`src/rtl/wz_pkg.sv`:
```
package wz_pkg;

  typedef enum logic [1:0] {
    PAT_ZEROS  = 2'd0,
    PAT_ONES   = 2'd1,
    PAT_SINGLE = 2'd2
  } patKind_e;

  typedef enum logic {
    MODE_SWEEP = 1'b0,
    MODE_PAIRS = 1'b1
  } seqMode_e;

  typedef enum logic [1:0] {
    ST_IDLE = 2'd0,
    ST_RUN  = 2'd1,
    ST_FIN  = 2'd2
  } seqState_e;

  // strobes from control to datapath
  typedef struct packed {
    logic     load;    // present a new word this edge
    patKind_e kind;    // shape of that word
    logic     finish;  // sequence complete, raise done
  } ctrlStrobe_t;

endpackage

```
`src/rtl/wz_ctrl.sv`:
```
module wz_ctrl
  import wz_pkg::*;
#(
  parameter int WIDTH = 24
) (
  input  logic                      clk,
  input  logic                      rst_n,
  input  logic                      start,
  input  logic                      modeSel,
  input  logic                      stepEn,
  output ctrlStrobe_t               strobe,
  output logic [$clog2(WIDTH)-1:0]  zeroPos
);

  localparam int IDXW = $clog2(WIDTH);
  localparam int CNTW = $clog2(WIDTH + 4);
  localparam logic [CNTW-1:0] CNT_ONES_A = CNTW'(1);
  localparam logic [CNTW-1:0] CNT_WALK_E = CNTW'(WIDTH + 1);
  localparam logic [CNTW-1:0] CNT_ONES_B = CNTW'(WIDTH + 2);
  localparam logic [IDXW-1:0] POS_LAST   = IDXW'(WIDTH - 1);
  localparam logic [IDXW-1:0] POS_PENULT = IDXW'(WIDTH - 2);

  seqState_e        state;
  seqMode_e         mode;
  logic [CNTW-1:0]  stepCnt;
  logic [IDXW-1:0]  posI;
  logic [IDXW-1:0]  posJ;
  logic             jumpPhase;
  logic             lastStep;
  logic             doStep;

  assign doStep = (state == ST_RUN) && stepEn;

  always_comb begin
    strobe        = '0;
    strobe.kind   = PAT_ZEROS;
    strobe.finish = (state == ST_FIN);
    zeroPos       = '0;
    lastStep      = 1'b0;
    if (doStep) begin
      strobe.load = 1'b1;
      if (mode == MODE_SWEEP) begin
        if (stepCnt == '0) begin
          strobe.kind = PAT_ZEROS;
        end else if (stepCnt == CNT_ONES_A) begin
          strobe.kind = PAT_ONES;
        end else if (stepCnt <= CNT_WALK_E) begin
          strobe.kind = PAT_SINGLE;
          zeroPos     = IDXW'(stepCnt - CNTW'(2));
        end else if (stepCnt == CNT_ONES_B) begin
          strobe.kind = PAT_ONES;
        end else begin
          strobe.kind = PAT_ZEROS;
          lastStep    = 1'b1;
        end
      end else begin
        strobe.kind = PAT_SINGLE;
        zeroPos     = jumpPhase ? posJ : posI;
        lastStep    = jumpPhase && (posI == POS_PENULT) && (posJ == POS_LAST);
      end
    end
  end

  always_ff @(posedge clk) begin
    if (!rst_n) begin
      state     <= ST_IDLE;
      mode      <= MODE_SWEEP;
      stepCnt   <= '0;
      posI      <= '0;
      posJ      <= '0;
      jumpPhase <= 1'b0;
    end else begin
      case (state)
        ST_IDLE: begin
          if (start) begin
            state     <= ST_RUN;
            mode      <= seqMode_e'(modeSel);
            stepCnt   <= '0;
            posI      <= '0;
            posJ      <= IDXW'(1);
            jumpPhase <= 1'b0;
          end
        end
        ST_RUN: begin
          if (doStep) begin
            if (lastStep) begin
              state <= ST_FIN;
            end else if (mode == MODE_SWEEP) begin
              stepCnt <= stepCnt + CNTW'(1);
            end else if (!jumpPhase) begin
              jumpPhase <= 1'b1;
            end else begin
              jumpPhase <= 1'b0;
              if (posJ == POS_LAST) begin
                posI <= posI + IDXW'(1);
                posJ <= posI + IDXW'(2);
              end else begin
                posJ <= posJ + IDXW'(1);
              end
            end
          end
        end
        default: state <= ST_IDLE;
      endcase
    end
  end

endmodule

```
`src/rtl/wz_datapath.sv`:
```
module wz_datapath
  import wz_pkg::*;
#(
  parameter int WIDTH = 24
) (
  input  logic                      clk,
  input  logic                      rst_n,
  input  ctrlStrobe_t               strobe,
  input  logic [$clog2(WIDTH)-1:0]  zeroPos,
  output logic [WIDTH-1:0]          stimulus,
  output logic                      stimValid,
  output logic                      expectAnd,
  output logic                      done,
  output logic                      cmpError
);

  localparam int IDXW = $clog2(WIDTH);

  logic [WIDTH-1:0] singleWord;
  logic [WIDTH-1:0] nextWord;
  logic             andDly;
  logic             expDly;
  logic             valDly;

  for (genvar b = 0; b < WIDTH; b++) begin : g_bit
    assign singleWord[b] = (zeroPos != IDXW'(b));
  end

  always_comb begin
    case (strobe.kind)
      PAT_ONES:   nextWord = '1;
      PAT_SINGLE: nextWord = singleWord;
      default:    nextWord = '0;
    endcase
  end

  always_ff @(posedge clk) begin
    if (!rst_n) begin
      stimulus  <= '0;
      stimValid <= 1'b0;
      expectAnd <= 1'b0;
      done      <= 1'b0;
    end else begin
      stimValid <= strobe.load;
      done      <= strobe.finish;
      if (strobe.load) begin
        stimulus  <= nextWord;
        expectAnd <= (strobe.kind == PAT_ONES);
      end
    end
  end

  // registered AND of the presented word against its expected flag
  always_ff @(posedge clk) begin
    if (!rst_n) begin
      andDly   <= 1'b0;
      expDly   <= 1'b0;
      valDly   <= 1'b0;
      cmpError <= 1'b0;
    end else begin
      andDly <= &stimulus;
      expDly <= expectAnd;
      valDly <= stimValid;
      if (valDly && (andDly != expDly)) begin
        cmpError <= 1'b1;
      end
    end
  end

endmodule

```
`src/rtl/wz_walk_gen.sv`:
```
module wz_walk_gen
  import wz_pkg::*;
#(
  parameter int WIDTH = 24
) (
  input  logic             clk,
  input  logic             rst_n,
  input  logic             start,
  input  logic             modeSel,
  input  logic             stepEn,
  output logic [WIDTH-1:0] stimulus,
  output logic             stimValid,
  output logic             expectAnd,
  output logic             done,
  output logic             cmpError
);

  ctrlStrobe_t                strobe;
  logic [$clog2(WIDTH)-1:0]   zeroPos;

  wz_ctrl #(.WIDTH(WIDTH)) u_ctrl (
    .clk     (clk),
    .rst_n   (rst_n),
    .start   (start),
    .modeSel (modeSel),
    .stepEn  (stepEn),
    .strobe  (strobe),
    .zeroPos (zeroPos)
  );

  wz_datapath #(.WIDTH(WIDTH)) u_dp (
    .clk       (clk),
    .rst_n     (rst_n),
    .strobe    (strobe),
    .zeroPos   (zeroPos),
    .stimulus  (stimulus),
    .stimValid (stimValid),
    .expectAnd (expectAnd),
    .done      (done),
    .cmpError  (cmpError)
  );

endmodule

```
`config.mk`:
```
export PLATFORM = sky130hd
export DESIGN_NAME = wz_walk_gen
export DESIGN_NICKNAME = d
export VERILOG_FILES = /design/src/rtl/wz_pkg.sv /design/src/rtl/wz_ctrl.sv /design/src/rtl/wz_datapath.sv /design/src/rtl/wz_walk_gen.sv
export SDC_FILE = /design/constraint.sdc
export NUM_CORES = 1
export LEC_CHECK = 0
export ABC_AREA = 1
export CAP_MARGIN = 10
export CORE_AREA = 4 4 76 78
export CTS_CLUSTER_DIAMETER = 100
export DETAILED_ROUTE_END_ITERATION = 12
export DIE_AREA = 0 0 80 82
export PLACE_DENSITY = 0.84
export SYNTH_ARGS = -nofsm -noshare
export SYNTH_HDL_FRONTEND = slang
export SYNTH_SLANG_ARGS = --single-unit
```
`constraint.sdc`:
```
create_clock -name clk -period 7 [get_ports clk]
set_clock_uncertainty 0.2 [all_clocks]
set_input_delay 1.4 -clock clk [delete_from_list [all_inputs] [get_ports clk]]
set_output_delay 1.4 -clock clk [all_outputs]
set_load 0.05 [all_outputs]
```
# After elaboration in Yosys (flattened, before gate mapping)
# Index checks and enable logic that the tools add are counted.
# W data, S select, Z words.
[classes]
n_addsub = 5
n_mul = 0
n_div = 0
n_lt_le_gt_ge = 1
n_eq_ne = 40
n_shift = 0
muxes = 47
n_bitwise = 0
n_reduce_logical = 15
[op_table]
columns = ["operator", "count"]
rows = [
  ["$mux W5", 21],
  ["$pmux W24 S2", 1],
  ["$ne A5 B4 Y1 const B", 8],
  ["$ne A5 B5 Y1 const B", 8],
  ["$pmux W5 S2", 3],
  ["$reduce_and A24 Y1", 1],
  ["$ne A5 B3 Y1 const B", 4],
  ["$add A5 B1 Y5 const B", 3],
  ["$eq A5 B5 Y1 const B", 3],
  ["$mux W2", 7],
  ["$mux W1", 12],
  ["$ne A5 B2 Y1 const B", 2],
  ["$reduce_and A5 Y1", 2],
  ["$ne A2 B1 Y1 const B", 4],
  ["$ne A2 B2 Y1 const B", 4],
  ["$reduce_and A7 Y1", 1],
  ["$reduce_and A6 Y1", 1],
  ["$add A5 B2 Y5 const B", 1],
  ["$eq A5 B1 Y1 const B", 1],
  ["$le A5 B5 Y1 const B", 1],
  ["$logic_not A5 Y1", 1],
  ["$ne A5 B1 Y1 const B", 1],
  ["$reduce_bool A5 Y1", 1],
  ["$sub A5 B2 Y5 const B", 1],
  ["11 further kinds", 16],
]
[totals]
regBits = 50
latchBits = 0
ram_bits = 0
romBits = 0
input_bits = 5
output_inout_bits = 28
word_cells = 122
memories = 0

# Depth between registers and ports, before layout
# Gate-level depths: netlist of run 1.
[depth]
ltp_word = 10
depth_mapped = 15
mapped_depth_nobuf = 15

# Modules after synthesis
# Synthesis of run 1 repeated with hierarchy kept, for this count alone.
[unflattened]
cells_unflattened = 476
area_unflattened_um2 = 3178.0
[by_module_without_submodules]
columns = ["module", "instances", "cells_each", "area_per_inst_um2", "seq_area_each_um2"]
rows = [
  ["wz_datapath", 1, 235, 1594.0, 620.6],
  ["wz_ctrl", 1, 241, 1584.0, 380.4],
]

# Worst setup path after synthesis of run 1
# OpenSTA, ideal clock, no wires.
[synth_timing]
path_kind = "input-to-reg"
startpoint = "input port stepEn"
endpoint = "register u_dp.stimulus[3]"
setup_time_ps = 71
arrival_ps = 2749
required_ps = 6729
slack_ps = 3980
cell_stages = 10
n_path_buf = 1
cell_sequence = "nand2_4 clkinv_4 nand3_1 nor2_1 inv_1 ha_1 nor2_1 buf_2 nand2_1 a21oi_1"
[synth_between]
elab_chain_len = 4
elab_cells_between_ends = 7
cone_classes = "eq/ne: 3; mux: 3; reduce/logical: 1"
[synth_lines]
columns = ["item", "line", "rtl"]
rows = [
  ["from (decl)", "wz_walk_gen.sv:10", "input logic stepEn,"],
  ["$logic_and A1 B1 Y1 *", "wz_ctrl.sv:32", "assign doStep = (state == ST_RUN) && stepEn;"],
  ["$mux W5 / $mux W3 (equally long branches)", "wz_ctrl.sv:40", "if (doStep) begin"],
  ["$ne A5 B2 Y1 (tied with other cells)", "wz_datapath.sv:26", "assign singleWord[b] = (zeroPos != IDXW'(b));"],
  ["$pmux W24 S2", "wz_datapath.sv:30", "case (strobe.kind)"],
  ["to (signal assigned)", "wz_datapath.sv:47", "stimulus <= nextWord;"],
  ["to (decl)", "wz_datapath.sv:10", "output logic [WIDTH-1:0] stimulus,"],
]
# Every way passes the cells marked *; elsewhere a longest branch is shown, timed or not.
# A chain may end at the register's enable or synchronous reset.

# Final worst setup path of run 1
[layout_timing]
startpoint = "input port stepEn"
endpoint = "register u_dp.stimulus[12]"
[layout_between]
elab_chain_len = 4
elab_cells_between_ends = 7
cone_classes = "eq/ne: 3; mux: 3; reduce/logical: 1"
[layout_lines]
columns = ["item", "line"]
rows = [
  ["$logic_and A1 B1 Y1 *", "wz_ctrl.sv:32"],
  ["$mux W5 / $mux W3 (equally long branches)", "wz_ctrl.sv:40"],
  ["$ne A5 B4 Y1 (tied with other cells)", "wz_datapath.sv:26"],
  ["$pmux W24 S2", "wz_datapath.sv:30"],
]
# Marked as above.

==> flow_metrics.env, run 1 <==
export IMPL_status="finished, final reports clean"
export IMPL_area_delta_synth_final_pct=14.9
export IMPL_synthesis_nets=459
export IMPL_vias=2851
export IMPL_die_width_um=80
export IMPL_yosysWarnings=0
export IMPL_synth_edff_count=0
export IMPL_place_gp_congestion=0.891
export IMPL_slew_violations=0
export IMPL_regArea_mm2=0.00100
export IMPL_post_cts_buffers=0
export IMPL_wl_per_cell_um=12.6
export IMPL_antenna_found_initial=0
export IMPL_track_usage=0.215
export IMPL_max_freq_mhz=274
export IMPL_yosysUniqueCellTypes=40
export IMPL_slew_headroom=0.516
export IMPL_dieArea_mm2=0.00656
export IMPL_yosys_area_top_type="dfxtp_1"
export IMPL_grt_overflow_total=0
export IMPL_core_area_mm2=0.00507
export IMPL_vias_per_cell=5.32
export IMPL_routed_wl_um=6740
export IMPL_drive_gt1_frac=0.116
export IMPL_io_buffers=32
export IMPL_cp_required_ns=7.04
export IMPL_critPathBufInv=3
export IMPL_power_density_mw_per_mm2=196
export IMPL_cts_resized=0
export IMPL_cts_max_level=2
export IMPL_yosysMostFrequentCell="nand2_1"
export IMPL_setup_viol=0
export IMPL_period_share=0.521
export IMPL_drtAntennaViolNets=0
export IMPL_synth_ff_type="dfxtp_1"
export IMPL_crit_family="buffers and inverters"
export IMPL_cp_cell_sequence="clkdlybuf4s50_1 -> nand2_4 -> clkinv_4 -> nand3_1 -> nor2_1 -> inv_1 -> ha_1 -> o21ai_1 -> nand2_1 -> nand2_1 -> a21oi_1"
export IMPL_rsz0062_at_grt="false"
export IMPL_syn_area_per_cell_um2=6.93
export IMPL_layoutNonFillerInstCount=536
export IMPL_dp_hpwl_um=4860
export IMPL_ys_top_cells_by_count="nand2_1, dfxtp_1, a21oi_1"
export IMPL_cpMostUsedCell="nand2_1"
export IMPL_holdCritPathClass="flop to flop"
export IMPL_initial_core_util=0.602
export IMPL_fillerInstances=455
export IMPL_cp_start_kind="input pin"
export IMPL_setup_tns_ns=0
export IMPL_first_iter_violations=167
export IMPL_worstPathMaxFanout=28
export IMPL_multiInputGateArea_mm2=0.00183
export IMPL_drc_errors=0
export IMPL_crit_path_end_kind="flop"
export IMPL_reg2reg_slack_ns=4.07
export IMPL_netlist_area_mm2=0.00306
export IMPL_io_pins=33
export IMPL_layout_nets=483
export IMPL_clk_pin_slew_worst_paths_ns=0.10
export IMPL_hold_viol_final=0
export IMPL_grt_pass1_wl_um=11400
export IMPL_period_minus_slack_ns=3.65
export IMPL_synth_area_top_cells="dfxtp_1, nand2_1, a21oi_1"
export IMPL_cp_arrival_ns=3.69
export IMPL_antenna_cells=0
export IMPL_ctsHoldBuffers=0
export IMPL_dp_cells=528
export IMPL_grt_max_degree=29
export IMPL_crit_type="input pin to flop"
export IMPL_cts_sinks=50
export IMPL_worstMarginPinSlew_ns=0.725
export IMPL_cp_slowest_cell="ha_1"
export IMPL_clkLatencyLatePin_ns=0.31
export IMPL_cts_root_buf="clkbuf_8"
export IMPL_cts_tree="done"
export IMPL_synth_async_reset_ratio=0
export IMPL_cts_buffer_depth=2
export IMPL_yosys_register_bits=50
export IMPL_first_pass_iters=4
export IMPL_cts_made_buffers=5
export IMPL_rows=26
export IMPL_die_h_um=82
export IMPL_grt_pass1_vias=2659
export IMPL_p_leak_uw=0.00138
export IMPL_synth_cells=441
export IMPL_netlist_area_leader_share=0.328
export IMPL_ir_drop_mv=0.143
export IMPL_slowest_delay_ns=0.62
export IMPL_synth_seq_area_share=0.328
export IMPL_cap_violations=0
==> through the flow <==
stage | power, uW | util | hold slack [ns] | instance area (um2) | setup WS [ns]
3_3_place_gp | 475 | 0.669 | 0.229 | 3390 | 3.18
4_1_cts | 690 | 0.692 | 0.246 | 3510 | 3.35
6_report | 687 | 0.692 | 0.248 | 3510 | 3.35
2_1_floorplan | 448 | - | 0.238 | 3060 | 3.98
5_1_grt | 722 | 0.692 | 0.300 | 3510 | 3.12
3_5_place_dp | 479 | 0.669 | 0.231 | 3390 | 3.07
==> worst paths after layout <==
| check | end | start | depth (start not counted) |
|---|---|---|---|
| max | u_dp.stimulus[12] | stepEn | 11 |
| min | u_dp.valDly | u_dp.stimValid | 2 |
| max reg2reg | u_dp.stimulus[12] | u_ctrl.stepCnt[1] | 12 |
| min reg2reg | u_dp.valDly | u_dp.stimValid | 2 |
==> area by class of cell <==
type / instances / area share
clock buffer: 5 / 0.0196
clock inverter: 3 / 0.0139
inverter: 36 / 0.0406
multi-input combinational: 338 / 0.520
sequential: 50 / 0.285
tap: 70 / 0.0249
timing repair buffer: 34 / 0.0955
==> where the power goes <==
group          switching [uW]  internal [uW]
Combinational             108           50.3
Sequential               19.7            297
Clock                     103            109
Total                     231            457
==> logic make-up (layout without fill, tap and decap cells) <==
family	after synthesis	count (layout)	synth area share
xor+xnor	8	8	0.0229
fa+ha+maj	13	13	0.0532
simple gates	237	237	0.376
compound gates	80	80	0.146
buf+inv	53	78	0.0741
flops	50	50	0.328
==> layer usage <==
metal,up-vias,part of all wire,track usage
met4,0,0.012,0.0642
met5,-,0,0
met2,64,0.46,0.368
met3,12,0.049,0.0362
met1,1280,0.48,0.276
li1,1495,-,-
==> layout by cell type (no fill, tap or decap), types with 2 or more instances in the layout <==
cell type	n
nand2_1	131
dfxtp_1	50
a21oi_1	44
nand3_1	37
clkdlybuf4s50_1	32
nor2_1	29
inv_1	22
o21ai_0	18
ha_1	13
inv_2	10
xor2_1	7
nand4_1	7
nand2_2	6
o21ai_1	6
nor2_4	5
nand2_4	5
clkbuf_8	5
nor2_2	4
nand3_4	4
nor3_1	4
o21ai_2	2
a211oi_1	2
o22ai_1	2
clkinv_1	2
a21oi_2	2
buf_4	2
==> sequential cells by signal, summed over array words and instances (netlist names) <==
name,count
u_ctrl.jumpPhase,1
u_ctrl.mode,1
u_ctrl.posI,5
u_ctrl.posJ,5
u_ctrl.state,2
u_ctrl.stepCnt,5
u_dp.andDly,1
u_dp.cmpError,1
u_dp.done,1
u_dp.expDly,1
u_dp.expectAnd,1
u_dp.stimValid,1
u_dp.stimulus,24
u_dp.valDly,1
==> tightest hold or removal path, stage by stage (launching register included) <==
cell,delay [ns]
dfxtp_1,0.33
nand2_1,0.06
inv_1,0.03
(Power assumes the default switching activity.)
==> run 2: changes to the inputs <==
Settings changed: CORE_AREA 4 4 76 78 to 4 4 83 85, DIE_AREA 0 0 80 82 to 0 0 87 89, PLACE_DENSITY 0.84 to 0.74.
Clock period 7 ns to 3 ns, I/O delays scaled along.
==> run 2 against run 1 <==
  * Global-route usage down 2.2 points
  * Setup slack worse by 3.0 ns
  * Critical path depth increased by 1
  * Sequential power rose by 130%
  * Combinational power is 140% higher
  * Die area rose by 18%
  * Worst hold slack worse by 0.0073 ns
  * Non-clock buffer count grew 7
  * Via count grew 1.3%
  * Utilization decreased by 12 points
  * Final area grew 1.6%
  * First-iteration DRC count shrank 35%
  * Critical endpoint is now u_dp.stimulus[7]
==> flow_metrics.env, run 2 (same netlist as run 1, synthesis figures left out) <==
export IMPL_post_cts_buffers=0
export IMPL_ctsHoldBuffers=0
export IMPL_dieArea_mm2=0.00774
export IMPL_cts_made_buffers=5
export IMPL_cts_sinks=50
export IMPL_rows=29
export IMPL_track_usage=0.193
export IMPL_largest_reg_flops=24
export IMPL_io_buffers=32
export IMPL_worstPathMaxFanout=24
export IMPL_setup_tns_ns=0
export IMPL_first_iter_violations=109
export IMPL_cts_tree="done"
export IMPL_wl_met1_um=3460
export IMPL_die_h_um=89
export IMPL_setup_viol=0
export IMPL_slowest_delay_ns=0.49
export IMPL_max_freq_mhz=376
export IMPL_min_delay_start="u_dp.stimValid"
export IMPL_period_share=0.887
export IMPL_total_power_uw=1550
export IMPL_routed_wl_um=7020
export IMPL_clkLatencyLatePin_ns=0.31
export IMPL_first_pass_iters=5
export IMPL_cpMostUsedCell="nand2_4"
export IMPL_drive_gt1_frac=0.131
export IMPL_die_width_um=87
export IMPL_p_leak_uw=0.00141
export IMPL_vias_per_cell=5.25
export IMPL_dpl_instance_area_mm2=0.00347
export IMPL_cts_resized=0
export IMPL_cts_root_buf="clkbuf_8"
export IMPL_cts_max_level=2
export IMPL_io_pins=33
export IMPL_slew_headroom=0.662
export IMPL_crit_type="flop to flop"
export IMPL_worstMarginPinSlew_ns=0.506
export IMPL_power_density_mw_per_mm2=435
export IMPL_initial_core_util=0.492
export IMPL_crit_path_end_kind="flop"
export IMPL_wl_per_cell_um=12.8
export IMPL_grt_max_degree=28
export IMPL_cp_required_ns=3.04
export IMPL_drtAntennaViolNets=0
export IMPL_largest_register="u_dp.stimulus"
export IMPL_cp_arrival_ns=2.70
export IMPL_hold_path_depth=2
export IMPL_cp_cell_sequence="inv_1 -> ha_1 -> o211ai_1 -> nand2_2 -> nand2_4 -> nand2_4 -> inv_2 -> ha_2 -> nor2_1 -> buf_12 -> nand2_1 -> a21oi_1"
export IMPL_drc_errors=0
export IMPL_area_delta_synth_final_pct=16.8
export IMPL_vias=2888
export IMPL_grt_pass1_vias=2815
export IMPL_rsz0062_at_grt="false"
export IMPL_antenna_found_initial=0
export IMPL_fin_area_mm2=0.00357
export IMPL_reg2reg_slack_ns=0.34
export IMPL_slew_violations=0
export IMPL_reg2reg_depth=12
export IMPL_ir_drop_mv=0.294
export IMPL_cts_buffer_depth=2
export IMPL_top_layer="met4"
export IMPL_clk_pin_slew_worst_paths_ns=0.10
export IMPL_layout_nets=490
export IMPL_status="finished, final reports clean"
export IMPL_worstReg2RegEnd="u_dp.stimulus[7]"
export IMPL_core_area_mm2=0.00620
export IMPL_cap_violations=0
export IMPL_timing_rr_start="u_ctrl.stepCnt[0]"
export IMPL_period_minus_slack_ns=2.66
export IMPL_holdCritPathClass="flop to flop"
export IMPL_wl_met3_um=315
export IMPL_grt_overflow_total=0
export IMPL_final_common_cell="nand2_1"
export IMPL_grt_pass1_wl_um=12200
export IMPL_whs_endpoint="u_dp.valDly"
export IMPL_final_cell_mix="nand2_1, dfxtp_1, a21oi_1"
export IMPL_hold_viol_final=0
export IMPL_dp_hpwl_um=5270
export IMPL_route_met2_wl_um=3130
export IMPL_cp_slowest_cell="dfxtp_1"
export IMPL_place_gp_congestion=0.968
export IMPL_cp_start_kind="flop"
export IMPL_antenna_cells=0
==> run 2: cell count changes in the layout (fill, tap and decap cells not counted) <==
cell,before,now
ha_2,0,1
buf_12,0,1
clkbuf_8,5,6
inv_8,1,0
bufinv_16,1,0
buf_4,2,8
inv_6,0,1
ha_1,13,12
==> run 2: critical path, delay by kind of cell, from the launching register on <==
kind / cells / cell delay [ns]
flops: 1 / 0.49
simple gates: 5 / 0.57
compound gates: 2 / 0.43
buf+inv: 3 / 0.39
fa+ha+maj: 2 / 0.51
==> run 2: power breakdown <==
part | switching, uW | internal [uW] | leakage, uW | total, uW
Clock | 238 | 190 | 0.0000478 | 428
Combinational | 258 | 128 | 0.000957 | 385
Sequential | 44.4 | 694 | 0.000405 | 738
==> run 2: metrics by stage <==
step	util	hold WS, ns	setup slack (ns)	std cells
after floorplan	-	0.238	0.546	441
after global placement	0.559	0.230	0.263	542
after detailed placement	0.559	0.233	0.178	542
after CTS	0.575	0.247	0.181	550
after global routing	0.575	0.279	0.117	550
final	0.575	0.240	0.338	550
==> run 2: cell type report <==
cell class              count  area [um2]
clock buffers               6        82.6
inverters                  36         143
fillers                   601        2640
clock inverters             2        16.3
multi-input cells         338        1830
repair buffers             41         400
well taps                  77        96.3
flip-flops and latches     50        1000
==> run 2: routing by layer <==
layer  global-route usage  up-vias
met5                    0        -
met4               0.0595        0
met3               0.0323        9
met2                0.330       83
met1                0.248     1294
li1                     -     1502
==> run 2: worst max path at each step <==
stage / start / to / slack, ns
2_1_floorplan: u_ctrl.stepCnt[1] / u_dp.stimulus[3] / 0.55
3_3_place_gp: stepEn / u_dp.stimulus[5] / 0.26
3_5_place_dp: stepEn / u_dp.stimulus[8] / 0.18
4_1_cts: u_ctrl.stepCnt[0] / u_dp.stimulus[4] / 0.18
5_1_grt: u_ctrl.stepCnt[0] / u_dp.stimulus[7] / 0.12
6_report: u_ctrl.stepCnt[0] / u_dp.stimulus[7] / 0.34
